File: config.mk
export PLATFORM = sky130hd
export DESIGN_NAME = gpio_mux_port
export DESIGN_NICKNAME = d
export VERILOG_FILES = /design/src/rtl/gpio_mux_pkg.sv /design/src/rtl/gpio_in_sync.sv /design/src/rtl/gpio_port_ctrl.sv /design/src/rtl/gpio_port_datapath.sv /design/src/rtl/gpio_mux_port.sv
export SDC_FILE = /design/constraint.sdc
export NUM_CORES = 1
export LEC_CHECK = 0
export CAP_MARGIN = 25
export CORE_MARGIN = 8
export CORE_UTILIZATION = 43
export DETAILED_ROUTE_END_ITERATION = 8
export PLACE_DENSITY = 0.82
export SYNTH_ARGS = -nofsm -noshare
export SYNTH_HDL_FRONTEND = slang
export SYNTH_SLANG_ARGS = --single-unit
export TNS_END_PERCENT = 10
File: constraint.sdc
create_clock -name clk -period 1.3 [get_ports clk]
set_input_delay 0.195 -clock clk [delete_from_list [all_inputs] [get_ports clk]]
set_output_delay 0.195 -clock clk [all_outputs]
set_load 0.01 [all_outputs]
File: src/rtl/gpio_mux_pkg.sv
package gpio_mux_pkg;

  localparam int ADDR_W = 3;

  // Register addresses (decoded by the control module, selected in the datapath)
  localparam logic [ADDR_W-1:0] ADR_DAT_LO = 3'd0;
  localparam logic [ADDR_W-1:0] ADR_DAT_HI = 3'd1;
  localparam logic [ADDR_W-1:0] ADR_DIR_LO = 3'd2;
  localparam logic [ADDR_W-1:0] ADR_DIR_HI = 3'd3;
  localparam logic [ADDR_W-1:0] ADR_SEL_A  = 3'd4;
  localparam logic [ADDR_W-1:0] ADR_SEL_B  = 3'd5;

  // Read-source select carried to the datapath
  typedef enum logic [2:0] {
    RD_DAT_LO = 3'd0,
    RD_DAT_HI = 3'd1,
    RD_DIR_LO = 3'd2,
    RD_DIR_HI = 3'd3,
    RD_SEL_A  = 3'd4,
    RD_SEL_B  = 3'd5,
    RD_ZERO   = 3'd7
  } rdSrc_e;

  // Strobes from control to datapath
  typedef struct packed {
    logic   wrDatLo;
    logic   wrDatHi;
    logic   wrDirLo;
    logic   wrDirHi;
    logic   wrSelA;
    logic   wrSelB;
    logic   clrData;
    rdSrc_e rdSrc;
  } dpStrobes_t;

endpackage

File: src/rtl/gpio_in_sync.sv
module gpio_in_sync #(
  parameter int WIDTH  = 32,
  parameter int STAGES = 2
) (
  input  logic             clk,
  input  logic             porRstN,
  input  logic [WIDTH-1:0] asyncIn,
  output logic [WIDTH-1:0] syncOut
);

  logic [STAGES-1:0][WIDTH-1:0] stageQ;

  always_ff @(posedge clk or negedge porRstN) begin
    if (!porRstN) begin
      stageQ <= '0;
    end else begin
      stageQ[0] <= asyncIn;
      for (int s = 1; s < STAGES; s++) begin
        stageQ[s] <= stageQ[s-1];
      end
    end
  end

  assign syncOut = stageQ[STAGES-1];

endmodule

File: src/rtl/gpio_port_ctrl.sv
module gpio_port_ctrl
  import gpio_mux_pkg::*;
(
  input  logic              warmRst,
  input  logic              lowPower,
  input  logic [ADDR_W-1:0] busAddr,
  input  logic              busWe,
  output dpStrobes_t        strobes
);

  logic wrOk;

  // Writes are blocked during warm reset and during the low-power hold
  assign wrOk = busWe && !warmRst && !lowPower;

  always_comb begin
    strobes         = '0;
    strobes.rdSrc   = RD_ZERO;
    strobes.clrData = warmRst;
    unique case (busAddr)
      ADR_DAT_LO: begin strobes.wrDatLo = wrOk; strobes.rdSrc = RD_DAT_LO; end
      ADR_DAT_HI: begin strobes.wrDatHi = wrOk; strobes.rdSrc = RD_DAT_HI; end
      ADR_DIR_LO: begin strobes.wrDirLo = wrOk; strobes.rdSrc = RD_DIR_LO; end
      ADR_DIR_HI: begin strobes.wrDirHi = wrOk; strobes.rdSrc = RD_DIR_HI; end
      ADR_SEL_A:  begin strobes.wrSelA  = wrOk; strobes.rdSrc = RD_SEL_A;  end
      ADR_SEL_B:  begin strobes.wrSelB  = wrOk; strobes.rdSrc = RD_SEL_B;  end
      default:    strobes.rdSrc = RD_ZERO;
    endcase
  end

endmodule

File: src/rtl/gpio_port_datapath.sv
module gpio_port_datapath
  import gpio_mux_pkg::*;
#(
  parameter int REG_W = 16,
  parameter int SEL_W = 2,
  localparam int NUM_ALT = (1 << SEL_W) - 1,
  localparam int PIN_N   = 2 * REG_W,
  localparam int PER_REG = REG_W / SEL_W
) (
  input  logic                     clk,
  input  logic                     porRstN,
  input  dpStrobes_t               strobes,
  input  logic [REG_W-1:0]         busWdata,
  output logic [REG_W-1:0]         busRdata,
  input  logic [PIN_N-1:0]         padSync,
  input  logic [NUM_ALT*REG_W-1:0] altOut,
  input  logic [NUM_ALT*REG_W-1:0] altOe,
  input  logic [REG_W-1:0]         modeForce,
  input  logic                     hiBonded,
  output logic [PIN_N-1:0]         padOut,
  output logic [PIN_N-1:0]         padOe
);

  // Configuration: cleared by power-on reset only
  logic [REG_W-1:0] dirLo, dirHi, selA, selB;
  // Data: cleared by power-on reset and by warm reset
  logic [REG_W-1:0] datLo, datHi;
  logic [REG_W-1:0] rdLo, rdHi;
  logic [2*REG_W-1:0] selAll;

  always_ff @(posedge clk or negedge porRstN) begin
    if (!porRstN) begin
      dirLo <= '0;
      dirHi <= '0;
      selA  <= '0;
      selB  <= '0;
    end else begin
      if (strobes.wrDirLo) dirLo <= busWdata;
      if (strobes.wrDirHi) dirHi <= busWdata;
      if (strobes.wrSelA)  selA  <= busWdata;
      if (strobes.wrSelB)  selB  <= busWdata;
    end
  end

  always_ff @(posedge clk or negedge porRstN) begin
    if (!porRstN) begin
      datLo <= '0;
      datHi <= '0;
    end else if (strobes.clrData) begin
      datLo <= '0;
      datHi <= '0;
    end else begin
      if (strobes.wrDatLo) datLo <= busWdata;
      if (strobes.wrDatHi) datHi <= busWdata;
    end
  end

  // Lower pins: GPIO only
  for (genvar i = 0; i < REG_W; i++) begin : g_lo
    assign padOut[i] = datLo[i];
    assign padOe[i]  = dirLo[i];
    assign rdLo[i]   = dirLo[i] ? datLo[i] : padSync[i];
  end

  // Upper pins: select fields, first register covers the lower half of them
  assign selAll = {selB, selA};

  for (genvar k = 0; k < REG_W; k++) begin : g_hi
    logic [SEL_W-1:0] fnSel;
    logic             isGpio;
    logic             altO;
    logic             altE;
    logic             pinO;
    logic             pinE;

    assign fnSel  = modeForce[k] ? '0 : selAll[k*SEL_W +: SEL_W];
    assign isGpio = (fnSel == '0);

    always_comb begin
      altO = 1'b0;
      altE = 1'b0;
      for (int a = 1; a <= NUM_ALT; a++) begin
        if (int'(fnSel) == a) begin
          altO = altOut[(a-1)*REG_W + k];
          altE = altOe[(a-1)*REG_W + k];
        end
      end
    end

    assign pinO = isGpio ? datHi[k] : altO;
    assign pinE = isGpio ? dirHi[k] : altE;

    assign padOut[REG_W+k] = hiBonded & pinO;
    assign padOe[REG_W+k]  = hiBonded & pinE;
    assign rdHi[k] = (isGpio && dirHi[k]) ? datHi[k] : padSync[REG_W+k];
  end

  // Registered read port
  always_ff @(posedge clk or negedge porRstN) begin
    if (!porRstN) begin
      busRdata <= '0;
    end else begin
      unique case (strobes.rdSrc)
        RD_DAT_LO: busRdata <= rdLo;
        RD_DAT_HI: busRdata <= rdHi;
        RD_DIR_LO: busRdata <= dirLo;
        RD_DIR_HI: busRdata <= dirHi;
        RD_SEL_A:  busRdata <= selA;
        RD_SEL_B:  busRdata <= selB;
        default:   busRdata <= '0;
      endcase
    end
  end

  if (PER_REG * 2 != REG_W) begin : g_bad_sel
    $error("select field width must give two select registers for the upper pins");
  end

endmodule

File: src/rtl/gpio_mux_port.sv
module gpio_mux_port
  import gpio_mux_pkg::*;
#(
  parameter int REG_W = 16,
  parameter int SEL_W = 2,
  localparam int NUM_ALT = (1 << SEL_W) - 1,
  localparam int PIN_N   = 2 * REG_W
) (
  input  logic                     clk,
  input  logic                     porRstN,
  input  logic                     warmRst,
  input  logic                     lowPower,
  input  logic                     hiBonded,
  input  logic [REG_W-1:0]         modeForce,
  input  logic [ADDR_W-1:0]        busAddr,
  input  logic                     busWe,
  input  logic [REG_W-1:0]         busWdata,
  output logic [REG_W-1:0]         busRdata,
  input  logic [PIN_N-1:0]         padIn,
  output logic [PIN_N-1:0]         padOut,
  output logic [PIN_N-1:0]         padOe,
  input  logic [NUM_ALT*REG_W-1:0] altOut,
  input  logic [NUM_ALT*REG_W-1:0] altOe
);

  dpStrobes_t       strobes;
  logic [PIN_N-1:0] padSync;

  gpio_port_ctrl u_ctrl (
    .warmRst  (warmRst),
    .lowPower (lowPower),
    .busAddr  (busAddr),
    .busWe    (busWe),
    .strobes  (strobes)
  );

  gpio_in_sync #(.WIDTH(PIN_N), .STAGES(2)) u_sync (
    .clk     (clk),
    .porRstN (porRstN),
    .asyncIn (padIn),
    .syncOut (padSync)
  );

  gpio_port_datapath #(.REG_W(REG_W), .SEL_W(SEL_W)) u_dp (
    .clk       (clk),
    .porRstN   (porRstN),
    .strobes   (strobes),
    .busWdata  (busWdata),
    .busRdata  (busRdata),
    .padSync   (padSync),
    .altOut    (altOut),
    .altOe     (altOe),
    .modeForce (modeForce),
    .hiBonded  (hiBonded),
    .padOut    (padOut),
    .padOe     (padOe)
  );

endmodule

# Word level (Yosys, flattened, before mapping)

Index checks and enable logic that the tools add are counted.

Multiplexer cells: 188
Equality and inequality tests: 58
Reduce and logical (&&, ||, !) cells: 40
Bitwise logic cells: 32

Operators with widths:

| kind                                                            | number |
|---|---|
| 1-bit two-way mux                                               | 166 |
| 16-bit one-hot mux with 6 select lines                          | 1 |
| 2-bit == test, second input constant                            | 32 |
| 16-bit two-way mux                                              | 4 |
| 1-bit AND                                                       | 32 |
| 2-bit by 1-bit == test with 1-bit output, second input constant | 16 |
| 2-bit zero test                                                 | 16 |
| 2-bit two-way mux                                               | 16 |
| 1-bit logical AND                                               | 18 |
| 3-bit one-hot mux with 6 select lines                           | 1 |
| 3-bit by 2-bit == test with 1-bit output, second input constant | 4 |
| 3-bit == test, second input constant                            | 4 |
| 3-bit by 1-bit == test with 1-bit output, second input constant | 2 |
| 3-bit zero test                                                 | 2 |
| 2-bit nonzero test                                              | 2 |
| 1-bit zero test                                                 | 2 |

Register bits after elaboration: 176
Word-level logic and storage cells: 327

# Longest topological paths before layout

Gate-level depths: netlist of run 1.

Depth after elaboration: 7
Gate-level depth with buffers: 10
Mapped depth without buffers: 7

# Modules after synthesis

A second synthesis of run 1 with hierarchy kept.

Cell total of the unflattened synthesis: 708
Area total of the unflattened synthesis: 8359.3 um2

By module, submodules not included:

| module             | sequential area each (um2) | area each (um2) | instances | cells each |
|---|---|---|---|---|
| gpio_port_datapath | 2802.7                     | 6418.7          | 1         | 598 |
| gpio_in_sync       | 1601.5                     | 1841.8          | 1         | 96 |
| gpio_port_ctrl     | 0.0                        | 98.8            | 1         | 14 |

# Least setup slack after synthesis of run 1

OpenSTA, ideal clock, no wires.

Path type: input-to-reg
Start: input busAddr[2]
End: register u_dp.busRdata[10]
Slack: -0.339 ns
Arrival: 1.561 ns
Data required time: 1.222 ns
Path buffers: 3
Cell stages on the path: 10
Cell sequence: nor2b_1 buf_4 inv_1 ha_1 or3b_1 buf_2 buf_2 o22ai_1 a21oi_1 a21oi_1

Longest elaborated chain between the ends: 4
Elaborated cells between the ends (all ways): 14
Those cells by class: eq/ne (10); mux (2); reduce/logical (2)

Ends and longest elaborated chain:

| element                                     | line                      | text |
|---|---|---|
| from (decl)                                 | gpio_mux_port.sv:15       | `input logic [ADDR_W-1:0] busAddr,` |
| 3-bit == test, or another cell as far along | gpio_port_ctrl.sv:20      | `unique case (busAddr)` |
| 3-bit one-hot mux with 6 select lines *     | gpio_port_ctrl.sv:20      |  |
| 3-bit == test, or another cell as far along | gpio_port_datapath.sv:103 | `unique case (strobes.rdSrc)` |
| 16-bit one-hot mux with 6 select lines *    | gpio_port_datapath.sv:103 |  |
| to (signal assigned)                        | gpio_port_datapath.sv:104 | `RD_DAT_LO: busRdata <= rdLo;` |
| to (signal assigned)                        | gpio_port_datapath.sv:105 | `RD_DAT_HI: busRdata <= rdHi;` |
| to (signal assigned)                        | gpio_port_datapath.sv:106 | `RD_DIR_LO: busRdata <= dirLo;` |
| to (decl)                                   | gpio_port_datapath.sv:14  | `output logic [REG_W-1:0] busRdata,` |

Every way passes the cells marked *; elsewhere a longest branch is shown, timed or not.
A chain may end at the register's enable or synchronous reset.

# Worst setup path in the final report of run 1

Start: register u_dp.selA[8]
End: output padOe[20]

Longest elaborated chain between the ends: 7
Elaborated cells between the ends (all ways): 10
Those cells by class: eq/ne (3); mux (5); bitwise (1); reduce/logical (1)

Ends and longest elaborated chain:

| element                        | line                     | text |
|---|---|---|
| from (decl)                    | gpio_port_datapath.sv:25 | `logic [REG_W-1:0] dirLo, dirHi, selA, selB;` |
| from (signal assigned)         | gpio_port_datapath.sv:40 | `if (strobes.wrSelA) selA <= busWdata;` |
| 2-bit two-way mux *            | gpio_port_datapath.sv:76 | `assign fnSel = modeForce[k] ? '0 : selAll[k*SEL_W +: SEL_W];` |
| 2-bit == test                  | gpio_port_datapath.sv:83 | `if (int'(fnSel) == a) begin` |
| 1-bit two-way mux (3 in a row) | gpio_port_datapath.sv:83 |  |
| 1-bit two-way mux *            | gpio_port_datapath.sv:91 | `assign pinE = isGpio ? dirHi[k] : altE;` |
| 1-bit AND *                    | gpio_port_datapath.sv:94 | `assign padOe[REG_W+k] = hiBonded & pinE;` |
| to (decl)                      | gpio_mux_port.sv:21      | `output logic [PIN_N-1:0] padOe,` |

Marked as above.

==> results.ini, run 1 <==
[outcome]
outcome=finished with violations
violations=negative setup slack

[detailed_routing]
route.detailed.drc=0
vias_per_cell=5.47
drt-pass1-iter-count=5
wl_per_cell_um=21.6
drt_wl_total_mm=28.3
vias=7155
drtAntennaViolNets=0
drtIter0Drc=382

[timing]
fmax_mhz=511
rsz0062_at_grt=yes
finalCritPeriodShare_pct=150
hold_viol=0
relSlewSlack_pct=68.0
fin_ws_ns=-0.656
fin_worst_skew_ns=0.00659
period_minus_slack_ns=1.96
setup_viol=48
max_slew.worst_pin.slew_ns=0.480
final.setup.tns_ns=-19.33
finalMaxSlewViolations=0

[logic_synthesis]
synth-edff-count=0
syn_nets=829
syn_inst=659
syn_avg_cell_area_um2=12.4
ys_warn_count=0
synthFlopType=dfrtp_1
yosys_register_bits=176
syn_area_um2=8150
yosysSeqAreaShare_pct=54.0
async_flop_share_pct=100
yosysUniqueCellTypes=36

[pwr]
ir_worst_vdd_mv=1.09
cellLeakagePower_uw=0.00602
p_per_area_nw_per_um2=1280

[finish]
final_cell_mix=clkdlybuf4s50_1, dfrtp_1, buf_4, mux2_2, mux2i_1
register_area_um2=4430
fin_area_um2=12900
nets=1228
final_util_pct=69.2
multiInputGateArea_um2=3700
drive_gt1_share_pct=41.5
syn_to_final_growth_pct=58.3
fillers=1341
final_common_cell=clkdlybuf4s50_1

[clock_network]
clockBufferDepth=2
cts_tree=yes
ctsHtreeMaxLevel=4
numCtsBuffers=17
clk_root_buffer_cell=clkbuf_16
cts.reportedPaths.clkPinSlew_ns=0.07
clkLatencyLatePin_ns=0.43
cts_sinks=176

[floorplanning]
core_um2=18600
die_x_um=154
fp-row-count=50
start_util_pct=43.7
io_pins=249
die_h_um=154
dieArea_um2=23600

[grt]
antenna_found_initial=2
grt_pass1_wl_mm=43.5
track_usage_pct=23.7
grt_remaining_overflow=0
grt_start_max_net_pins=41
grt_pass1_vias=7786

[placed_design]
io_buffers=248
place_area_um2=12000
routabilityCongestion=0.846
place_hpwl_mm=20.8

[job]
maxCapViolCount=0

[critical_path]
crit_arrival_ns=1.76
cpPeakStageDelay_ns=0.45
crit_buf_inv=2
startpoint_type=flip-flop
crit_chain=buf_6 > mux2i_1 > mux2_4 > o21ai_2 > and2_1 > buf_2
worstSetupEndpointType=output pin
cp_slowest_cell=dfrtp_2
cp.required_ns=1.11
path_max_fanout=4
critical_path.top_delay_family=flip-flops
crit_type=flip-flop to output pin

[worst_hold_path]
hold_class=input port to flip-flop

-- cell families after synthesis --
logic type      Yosys count  synth area share (%)
compound gates          160                  13.5
mux                     160                  21.1
fa+ha+maj                 1                 0.153
flops                   176                  54.0
simple gates            101                  7.78
buf+inv                  61                  3.39
-- metrics by stage --
step | setup WS [ns] | std cells | power, µW | hold WS, ns
after floorplan | -0.326 | 659 | 8270 | -0.101
after global placement | -0.826 | 1248 | 10800 | 0.154
after detailed placement | -0.926 | 1248 | 10900 | 0.150
after CTS | -0.644 | 1305 | 16500 | 0.181
after global routing | -0.715 | 1307 | 17200 | 0.187
final | -0.656 | 1307 | 16500 | 0.200
-- state kept, by name, indices dropped and copies added, names as in the netlist --
signal / flops
u_dp.dirHi: 16
u_sync.stageQ: 32
u_dp.selB: 16
u_dp.datLo: 16
u_dp.busRdata: 16
u_dp.dirLo: 16
u_dp.datHi: 16
u_sync.syncOut: 32
u_dp.selA: 16
-- path summary, 6_finish.rpt --
path | startpoint | endpoint | slack (ns) | cells past startpoint
setup / recovery | u_dp.selA[8] | padOe[20] | -0.66 | 6
hold / removal | padIn[30] | u_sync.stageQ[30] | 0.20 | 1
setup reg to reg | u_dp.selB[7] | u_dp.busRdata[11] | -0.17 | 6
hold reg to reg | u_sync.stageQ[11] | u_sync.syncOut[11] | 0.35 | 0
max in group asynchronous | porRstN | u_sync.stageQ[14] | 0.51 | 3
min in group asynchronous | porRstN | u_sync.stageQ[31] | 0.26 | 2
-- where the power goes --
group / internal (µW) / switching [µW]
sequential: 6040 / 576
clock: 3090 / 2160
combinational: 2790 / 1830
-- cell usage after synthesis, types with 16 or more instances --
cell type / instances / area (µm²)
dfrtp_1: 176 / 4400
inv_1: 18 / 67.6
o221a_2: 16 / 180
a21oi_1: 46 / 230
clkbuf_1: 21 / 78.8
o22ai_1: 16 / 100
mux2i_1: 65 / 651
nand2_1: 31 / 116
nor3b_1: 16 / 120
mux2_2: 90 / 1010
a31oi_1: 17 / 106
and2_1: 18 / 113
o21ai_0: 17 / 85.1
a22o_1: 32 / 280
-- worst register-to-register path: cells and delay by family, from the launching register on --
family,cells,cell delay (ns)
DFF,1,0.47
buffers and inverters,2,0.32
AOI/OAI and AO/OA,3,0.46
and+or+nand+nor,1,0.10
-- cell type report --
cell class | instances | area share, %
Sequential cell | 176 | 34.3
Timing Repair Buffer | 423 | 29.4
Multi-Input combinational cell | 422 | 28.7
Clock buffer | 20 | 3.46
Tap cell | 234 | 2.27
Clock inverter | 12 | 1.24
Inverter | 18 | 0.524
Antenna cell | 2 | 0.0388
-- per-layer routing --
metal | GRT usage [%] | up-vias | routed length [µm] | share of wire, %
met5 | 0 | - | 0 | 0
met3 | 5.47 | 55 | 1660 | 5.9
met4 | 10.6 | 0 | 909 | 3.2
met1 | 26.8 | 3580 | 11200 | 40
li1 | - | 3250 | - | -
met2 | 42.2 | 270 | 14500 | 51
-- what timing repair did --
item / CTS / global route
gates resized for setup: 372 / 40
setup buffers: 24 / 0
hold buffers: 1 / 0
endpoints found under the setup margin: 192 / 68
pin swaps: 35 / 7
endpoints found under the hold margin: 32 / 0
(Power assumes the default switching activity.)
==> run 2, diff against run 1 <==
==> constraint.sdc (replaced) <==
create_clock -name clk -period 1.7 [get_ports clk]
set_input_delay 0.255 -clock clk [delete_from_list [all_inputs] [get_ports clk]]
set_output_delay 0.255 -clock clk [all_outputs]
set_load 0.01 [all_outputs]
==> results.ini, run 2 (synthesis gave the netlist of run 1 again) <==
[pwr]
cellLeakagePower_uw=0.00592
p_per_area_nw_per_um2=968
ir_worst_vdd_mv=0.735

[detailed_routing]
drt-pass1-iter-count=4
drtIter0Drc=358
vias=6943
wl_per_cell_um=22.1
vias_per_cell=5.48
drt_wl_total_mm=27.9
route.detailed.drc=0
drtAntennaViolNets=0

[clock_network]
clk_root_buffer_cell=clkbuf_16
clockBufferDepth=2
clkLatencyLatePin_ns=0.43
cts_sinks=176
cts_tree=yes
ctsHtreeMaxLevel=4
numCtsBuffers=17
cts.reportedPaths.clkPinSlew_ns=0.07

[grt]
grt_remaining_overflow=0
grt_pass1_vias=7648
grt_pass1_wl_mm=43.3
track_usage_pct=23.6
grt_start_max_net_pins=49
antenna_found_initial=0

[critical_path]
critical_path.top_delay_family=flip-flops
crit_type=flip-flop to output pin
crit_chain=buf_6 > mux2i_1 > mux2_4 > o21ai_2 > and2_1 > buf_2
worstSetupEndpointType=output pin
crit_buf_inv=2
cp_slowest_cell=dfrtp_2
path_max_fanout=3
startpoint_type=flip-flop
cpPeakStageDelay_ns=0.46
crit_arrival_ns=1.75
cp.required_ns=1.44

[timing]
hold_viol=0
finalCritPeriodShare_pct=118
relSlewSlack_pct=41.7
final.setup.tns_ns=-6.45
period_minus_slack_ns=2.01
max_slew.worst_pin.slew_ns=0.874
rsz0062_at_grt=yes
setup_viol=32
fmax_mhz=499
finalMaxSlewViolations=0
fin_worst_skew_ns=0.0152
fin_ws_ns=-0.306

[outcome]
violations=negative setup slack
outcome=finished with violations

[finish]
syn_to_final_growth_pct=56.1
final_common_cell=clkdlybuf4s50_1
n_antenna_cell=0
nets=1190
final_util_pct=68.3
final_cell_mix=clkdlybuf4s50_1, dfrtp_1, buf_4, mux2_2, mux2i_1
drive_gt1_share_pct=36.6

[job]
maxCapViolCount=0

[floorplanning]
io_pins=249
die_h_um=154
dieArea_um2=23600
fp-row-count=50
die_x_um=154
core_um2=18600
start_util_pct=43.7

[placed_design]
place_hpwl_mm=20.1
io_buffers=248
place_ws_ns=-0.593
routabilityCongestion=0.817

[worst_hold_path]
hold_class=input port to flip-flop

-- run 2: path summary, 6_finish.rpt --
| path | from | endpoint | slack, ns | depth (start not counted) |
|---|---|---|---|---|
| min reg2reg | u_sync.stageQ[3] | u_sync.syncOut[3] | 0.34 | 0 |
| max | u_dp.selA[6] | padOe[19] | -0.31 | 6 |
| min in group asynchronous | porRstN | u_sync.stageQ[31] | 0.34 | 2 |
| max in group asynchronous | porRstN | u_dp.selA[4] | 0.76 | 3 |
| max reg2reg | u_dp.selB[6] | u_dp.busRdata[6] | 0.18 | 6 |
| min | padIn[13] | u_sync.stageQ[13] | 0.26 | 1 |
-- run 2: through the flow --
step	total power [µW]	area, µm²	hold WS [ns]	std cells
after floorplan	6320	8150	-0.0406	659
after global placement	8090	11700	0.230	1213
after detailed placement	8180	11700	0.235	1213
after CTS	12300	12600	0.241	1265
after global routing	12900	12700	0.233	1266
final	12300	12700	0.258	1266
-- run 2: area by class of cell --
class / instances / area (µm²)
timing repair buffer: 385 / 3660
multi-input combinational: 422 / 3700
fill: 1354 / 5920
clock inverter: 14 / 146
inverter: 18 / 67.6
tap: 234 / 293
clock buffer: 17 / 425
sequential: 176 / 4430
-- run 2: timing repair --
item,CTS,global route
hold buffers,1,0
buffers inserted,20,1
hold endpoints to repair,40,0
setup endpoints to repair,57,44
gates cloned,0,0
pin swaps,24,10
resized for setup,220,46
-- run 2: layer usage --
layer / routed length (µm) / track usage [%] / up-vias
met5: 0 / 0 / -
met4: 629 / 8.68 / 0
met3: 1560 / 5.75 / 39
met2: 14800 / 42.1 / 270
met1: 10900 / 27.1 / 3463
li1: - / - / 3171
-- run 2: worst reg2reg max path: stages, from the launching register on --
cell and delay, ns:
dfrtp_2 0.44, buf_4 0.17, buf_4 0.14, buf_4 0.13, mux2_2 0.26, a21oi_1 0.17, a21oi_1 0.10
-- run 2: report_power, final --
group          switching, µW  internal, µW  total (µW)  leakage [µW]
sequential               489          4620        5110       0.00220
clock                   1760          2060        3820      0.000269
combinational           1320          2070        3390       0.00346
==> run 3, diff against run 2 <==
--- a/config.mk
+++ b/config.mk
@@ -5,8 +5,9 @@
 export SDC_FILE = /design/constraint.sdc
 export NUM_CORES = 1
 export LEC_CHECK = 0
+export ABC_AREA = 0
 export CAP_MARGIN = 25
-export CORE_MARGIN = 8
+export CORE_MARGIN = 2
 export CORE_UTILIZATION = 43
 export DETAILED_ROUTE_END_ITERATION = 8
 export PLACE_DENSITY = 0.82
==> results.ini, run 3 (synthesis gave the netlist of run 1 again) <==
[outcome]
outcome=finished with violations
violations=negative setup slack

[job]
maxCapViolCount=0

[finish]
final_cell_mix=clkdlybuf4s50_1, dfrtp_1, buf_4, mux2_2, mux2i_1
fin_area_um2=12800
n_antenna_cell=0
syn_to_final_growth_pct=57.6
final_common_cell=clkdlybuf4s50_1
drive_gt1_share_pct=36.7
stdcell_count=1273
fillers=1304
final_util_pct=68.9
nets=1196
register_area_um2=4430
multiInputGateArea_um2=3710

[clock_network]
clockBufferDepth=2
cts_sinks=176
clk_root_buffer_cell=clkbuf_16
cts_tree=yes
clkLatencyLatePin_ns=0.42
numCtsBuffers=17
ctsHtreeMaxLevel=4
cts.reportedPaths.clkPinSlew_ns=0.07

[critical_path]
cp.required_ns=1.44
crit_type=flip-flop to output pin
worstSetupEndpointType=output pin
path_max_fanout=4
crit_arrival_ns=1.77
startpoint_type=flip-flop

[placed_design]
place_hpwl_mm=18.5
place_ws_ns=-0.507
io_buffers=248
place_area_um2=11700
dp.cells=1216
routabilityCongestion=0.820

[pwr]
cellLeakagePower_uw=0.00595
p_per_area_nw_per_um2=988
ir_worst_vdd_mv=0.734

[timing]
rsz0062_at_grt=yes
fin_ws_ns=-0.322
period_minus_slack_ns=2.02
hold_viol=0
max_slew.worst_pin.slew_ns=0.889
holdWs_ns=0.260
finalMaxSlewViolations=0
fmax_mhz=495
finalCritPeriodShare_pct=119
fin_worst_skew_ns=0.00512
relSlewSlack_pct=40.7
setup_viol=44

[floorplanning]
die_x_um=142
io_pins=249
die_h_um=142
start_util_pct=43.7
core_um2=18600
fp-row-count=50
dieArea_um2=20100

[detailed_routing]
drtIter0Drc=341
vias_per_cell=5.59
drtAntennaViolNets=0
route.detailed.drc=0
vias=7110
wl_per_cell_um=21.0
drt_wl_total_mm=26.7
drt-pass1-iter-count=4

[grt]
grt_start_max_net_pins=48
grt_pass1_wl_mm=40.6
grt_pass1_vias=7445
track_usage_pct=26.6
antenna_found_initial=0
grt_remaining_overflow=0

[worst_hold_path]
hold_class=input port to flip-flop

[run 3: cell type report]
| type | instances | share of cell area [%] |
|---|---|---|
| sequential | 176 | 34.4 |
| timing repair buffer | 391 | 29.0 |
| multi-input combinational | 422 | 28.9 |
| clock buffer | 19 | 3.45 |
| tap | 234 | 2.28 |
| clock inverter | 13 | 1.43 |
| inverter | 18 | 0.526 |
[run 3: report_power, final]
group          switching [µW]  internal, µW
sequential                478          4620
clock                    1640          2500
combinational            1340          2120
[run 3: repair_timing]
action                                  in CTS  in global routing
endpoints found under the setup margin      49                 61
setup buffers                               22                  2
resized for setup                          229                 34
hold buffers                                 1                  0
hold endpoints to repair                    40                  0
pin swaps                                   27                  6
[run 3: critical path, stage by stage (launching register included)]
cell,delay (ns)
dfrtp_2,0.46
buf_4,0.16
mux2i_1,0.13
a21oi_1,0.24
o221a_2,0.23
buf_2,0.12
[run 3: worst paths after layout]
kind	slack (ns)	cells after the start	startpoint	end
setup / recovery	-0.32	5	u_dp.selA[6]	padOut[19]
setup reg to reg	0.26	6	u_dp.selA[8]	u_dp.busRdata[8]
min in group asynchronous	0.34	2	porRstN	u_dp.busRdata[10]
hold / removal	0.26	1	padIn[23]	u_sync.stageQ[23]
max in group asynchronous	0.72	3	porRstN	u_dp.selA[8]
hold reg to reg	0.35	0	u_sync.stageQ[19]	u_sync.syncOut[19]
[run 3: metal layers]
layer  global-route usage, %  part of all wire, %  up-vias
li1                        -                    -     3186
met2                    47.4                   52      283
met3                    4.86                  5.7       62
met1                    32.2                   39     3579
met5                       0                    0        -
met4                    9.79                  3.0        0
[run 3: stage by stage]
step	power, µW	setup TNS (ns)
global route	13200	-10.76
floorplan	6320	0
global placement	8080	-37.14
detailed placement	8160	-41.09
finish	12700	-7.38
CTS	12700	-7.47
